$ cat src/rtl/tt_lu_pkg.sv
// Package: shared code type and named function codes for the logical unit.
// Assumes: code bit k is the result for operand pair value k = {a,b}.
package tt_lu_pkg;
    typedef logic [3:0] lu_code_t;

    localparam lu_code_t FN_ZERO  = 4'b0000;
    localparam lu_code_t FN_AND   = 4'b1000;
    localparam lu_code_t FN_XOR   = 4'b0110;
    localparam lu_code_t FN_OR    = 4'b1110;
    localparam lu_code_t FN_NAND  = 4'b0111;
    localparam lu_code_t FN_PASSA = 4'b1100;
    localparam lu_code_t FN_PASSB = 4'b1010;
    localparam lu_code_t FN_NOTA  = 4'b0011;
    localparam lu_code_t FN_ONE   = 4'b1111;

    // Build variants for the per-bit selector.
    localparam int SLICE_INDEXED = 0;
    localparam int SLICE_TREE    = 1;
endpackage

$ cat src/rtl/lu_bit_slice.sv
// Module: one bit of the logical unit. It is a 4-to-1 selector whose data inputs
// are the function code and whose selects are the two operand bits.
// Assumes: IMPL picks an indexed selector or a two-level 2:1 tree. Both are
// functionally identical.
module lu_bit_slice
    import tt_lu_pkg::*;
#(
    parameter int IMPL = SLICE_INDEXED
) (
    input  logic     a_bit,
    input  logic     b_bit,
    input  lu_code_t code,
    output logic     y_bit
);
    generate
        if (IMPL == SLICE_TREE) begin : g_tree
            logic lo_pick;
            logic hi_pick;
            // First level: b chooses within each half of the code.
            always_comb begin
                lo_pick = b_bit ? code[1] : code[0];
                hi_pick = b_bit ? code[3] : code[2];
            end
            // Second level: a chooses between the halves.
            always_comb y_bit = a_bit ? hi_pick : lo_pick;
        end else begin : g_indexed
            // Direct index of the code by the operand pair.
            always_comb y_bit = code[{a_bit, b_bit}];
        end
    endgenerate
endmodule

$ cat src/rtl/lu_output_gate.sv
// Module: enable gate on the result word. It forces zeros when the unit is off,
// so results from several units can be merged by OR.
// Assumes: enable is active high.
module lu_output_gate #(
    parameter int WIDTH = 16
) (
    input  logic [WIDTH-1:0] raw,
    input  logic             en,
    output logic [WIDTH-1:0] gated
);
    // Mask every bit with the enable.
    always_comb gated = raw & {WIDTH{en}};
endmodule

$ cat src/rtl/tt_logic_unit.sv
// Module: bitwise logical unit programmed by a 4-bit truth-table code.
// It has one slice per bit and one gate on the whole word. It is fully
// combinational.
// Assumes: WIDTH >= 1. The same code drives every slice.
module tt_logic_unit
    import tt_lu_pkg::*;
#(
    parameter int WIDTH      = 16,
    parameter int SLICE_IMPL = SLICE_INDEXED
) (
    input  logic [WIDTH-1:0] op_a_i,
    input  logic [WIDTH-1:0] op_b_i,
    input  logic [3:0]       func_code_i,
    input  logic             enable_i,
    output logic [WIDTH-1:0] result_o
);
    localparam int LAST_BIT = WIDTH - 1;

    lu_code_t           code_w;
    logic [LAST_BIT:0]  slice_out;

    // Present the code in the shared type to every slice.
    always_comb code_w = lu_code_t'(func_code_i);

    for (genvar i = 0; i < WIDTH; i++) begin : g_slice
        lu_bit_slice #(.IMPL(SLICE_IMPL)) u_slice (
            .a_bit (op_a_i[i]),
            .b_bit (op_b_i[i]),
            .code  (code_w),
            .y_bit (slice_out[i])
        );
    end

    lu_output_gate #(.WIDTH(WIDTH)) u_gate (
        .raw   (slice_out),
        .en    (enable_i),
        .gated (result_o)
    );
endmodule

$ cat config.mk
export PLATFORM = sky130hd
export DESIGN_NAME = tt_logic_unit
export DESIGN_NICKNAME = d
export VERILOG_FILES = /design/src/rtl/tt_lu_pkg.sv /design/src/rtl/lu_bit_slice.sv /design/src/rtl/lu_output_gate.sv /design/src/rtl/tt_logic_unit.sv
export SDC_FILE = /design/constraint.sdc
export NUM_CORES = 1
export LEC_CHECK = 0
export BUFFER_PORTS_ARGS = -buffer_cell sky130_fd_sc_hd__buf_2
export CAP_MARGIN = 25
export CORE_UTILIZATION = 39
export DETAILED_ROUTE_END_ITERATION = 6
export PLACE_DENSITY = 0.86
export SETUP_SLACK_MARGIN = 0.02
export SYNTH_ARGS = -nofsm -noshare
export SYNTH_HDL_FRONTEND = slang
export SYNTH_SLANG_ARGS = --single-unit
$ cat constraint.sdc
create_clock -name vclk -period 1.1
set_input_delay 0.11 -clock vclk [all_inputs]
set_output_delay 0.11 -clock vclk [all_outputs]
set_load 0.005 [all_outputs]
==> flow_summary.toml <==
[setup_path]
path_cells = "buf_12 -> mux4_2 -> and2_4 -> buf_2"
critical_path_class = "in2out"
cp.required_ps = 990
cpMaxStageDelayCell = "mux4_2"
cp_top_family = "multiplexers"
cp.depth = 4
slowest_delay_ps = 470
crit_arrival_ps = 980
start_kind = "input port"
path_buf_inv = 2
crit_fanout = 16
end_kind = "output pin"

[yosys]
synth_nets = 74
synth_top_area_share = 0.764
synth_top_cells_by_area = "mux4_1, and2_1, buf_6"
seq_area_frac_synth = 0
synth_top_family_by_area = "multiplexers"
yosysWarningCount = 0
synth-simple-area-share = 0.182
yosys-top-cells-count = "and2_1, mux4_1, buf_2"
syn_area_um2 = 551
synth-compound-area-share = 0
synthXorXnorAreaFrac = 0
syn_inst = 37
synthMuxAreaShare = 0.764
synth_area_leader_cell = "mux4_1"
synth-adder-area-share = 0
synth_cell_types = 6
avgSynthCellArea_um2 = 14.9

[final_layout]
drive_above_1_share = 0.920
nNetsFinal = 126
finish.utilization = 0.741
nFlopsAndLatches = 0
register_area_um2 = 0
clock_buffers = 0
antenna_cells = 0
syn_to_final_growth_pct = 75.2

[drt]
drc = 0
postRouteAntennaNets = 0
drt-total-wl_um = 1810
drtPass1Iterations = 2
num_vias = 558
dr.first_iter.drc_count = 7
drt-wirelength-per-cell_um = 17.7
vias_per_cell = 5.47

[die]
initial_core_util = 0.423
die_width_um = 39.6
coreArea_um2 = 1300
io_pins = 53
placementRows = 13
die_area_um2 = 1570
die_y_um = 39.6

[place]
portBuffers = 53
gp_congestion = 0.682

[global_routing]
grt_pass1_vias = 421
grt.total_usage = 0.171
antenna_found_initial = 0
grt-ovfl-total = 0
grt_max_degree = 17
grt_pass1_wl_um = 1870

[power_and_ir_drop]
vdd_drop_max_uv = 270
power_uw = 403
powerDensity_nw_per_um2 = 418
p_leak_uw = 0.000455

[worst_hold_path]
hold_class = "in2out"
hold_depth = 4

[timing]
finalCritPeriodShare = 0.995
grt_setup_unrepaired = "true"
timing.final.crit_period_ps = 1090
finalSetupViolCount = 0
slew_headroom = 0.832
tightest_slew_ps = 252
hold_viol = 0
slew_viol_final = 0
fmax_mhz = 914
fin_tns_setup_ps = 0

[run]
max-cap-violations = 0

[cts]
hold_buffers = 0
post_cts_buffers = 0

[run_status]
status = "completed"
final timing paths:
kind / from / end / slack (ps)
worst max-delay path: func_code_i[0] / result_o[0] / 6
worst min-delay path: op_a_i[7] / result_o[7] / 660
kinds of logic after synthesis:
group,after synthesis
multiplexers,16
buffers and inverters,5
AND/OR/NAND/NOR,16
layout make-up:
class	instances	area (um2)
fill	97	337
multi-input combinational	32	483
tap	15	18.8
timing repair buffer	55	463
repair_timing:
action                     4_1_cts  5_1_grt
gates cloned                     0        2
setup endpoints to repair       16       14
pin swaps                       11        1
resized for setup               18       37
where the power goes:
group	leakage [uW]	internal [uW]	switching, uW	total [uW]
clock network	0	0	0	0
registers	0	0	0	0
logic	0.000455	284	119	403
stage by stage:
stage,setup slack (ps),cells,instance area [um2],hold WS [ps]
after floorplan,118,37,551,330
after global placement,-69.8,100,805,626
after detailed placement,-103,100,805,623
after CTS,-5.95,100,800,616
after global routing,-21.0,102,965,677
final,5.65,102,965,655
cells in the final DEF (no fill, tap or decap):
master	n
and2_4	9
buf_2	35
mux4_2	16
and2_1	7
clkbuf_16	2
buf_12	4
buf_6	14
layer usage:
layer / track usage / up-vias / wire [um]
met2: 0.299 / 32 / 1060
met5: 0 / - / 0
li1: - / 255 / -
met3: 0.0227 / 0 / 114
met4: 0 / 0 / 0
met1: 0.236 / 271 / 633
Note: power is estimated with default switching activity, not from simulation.
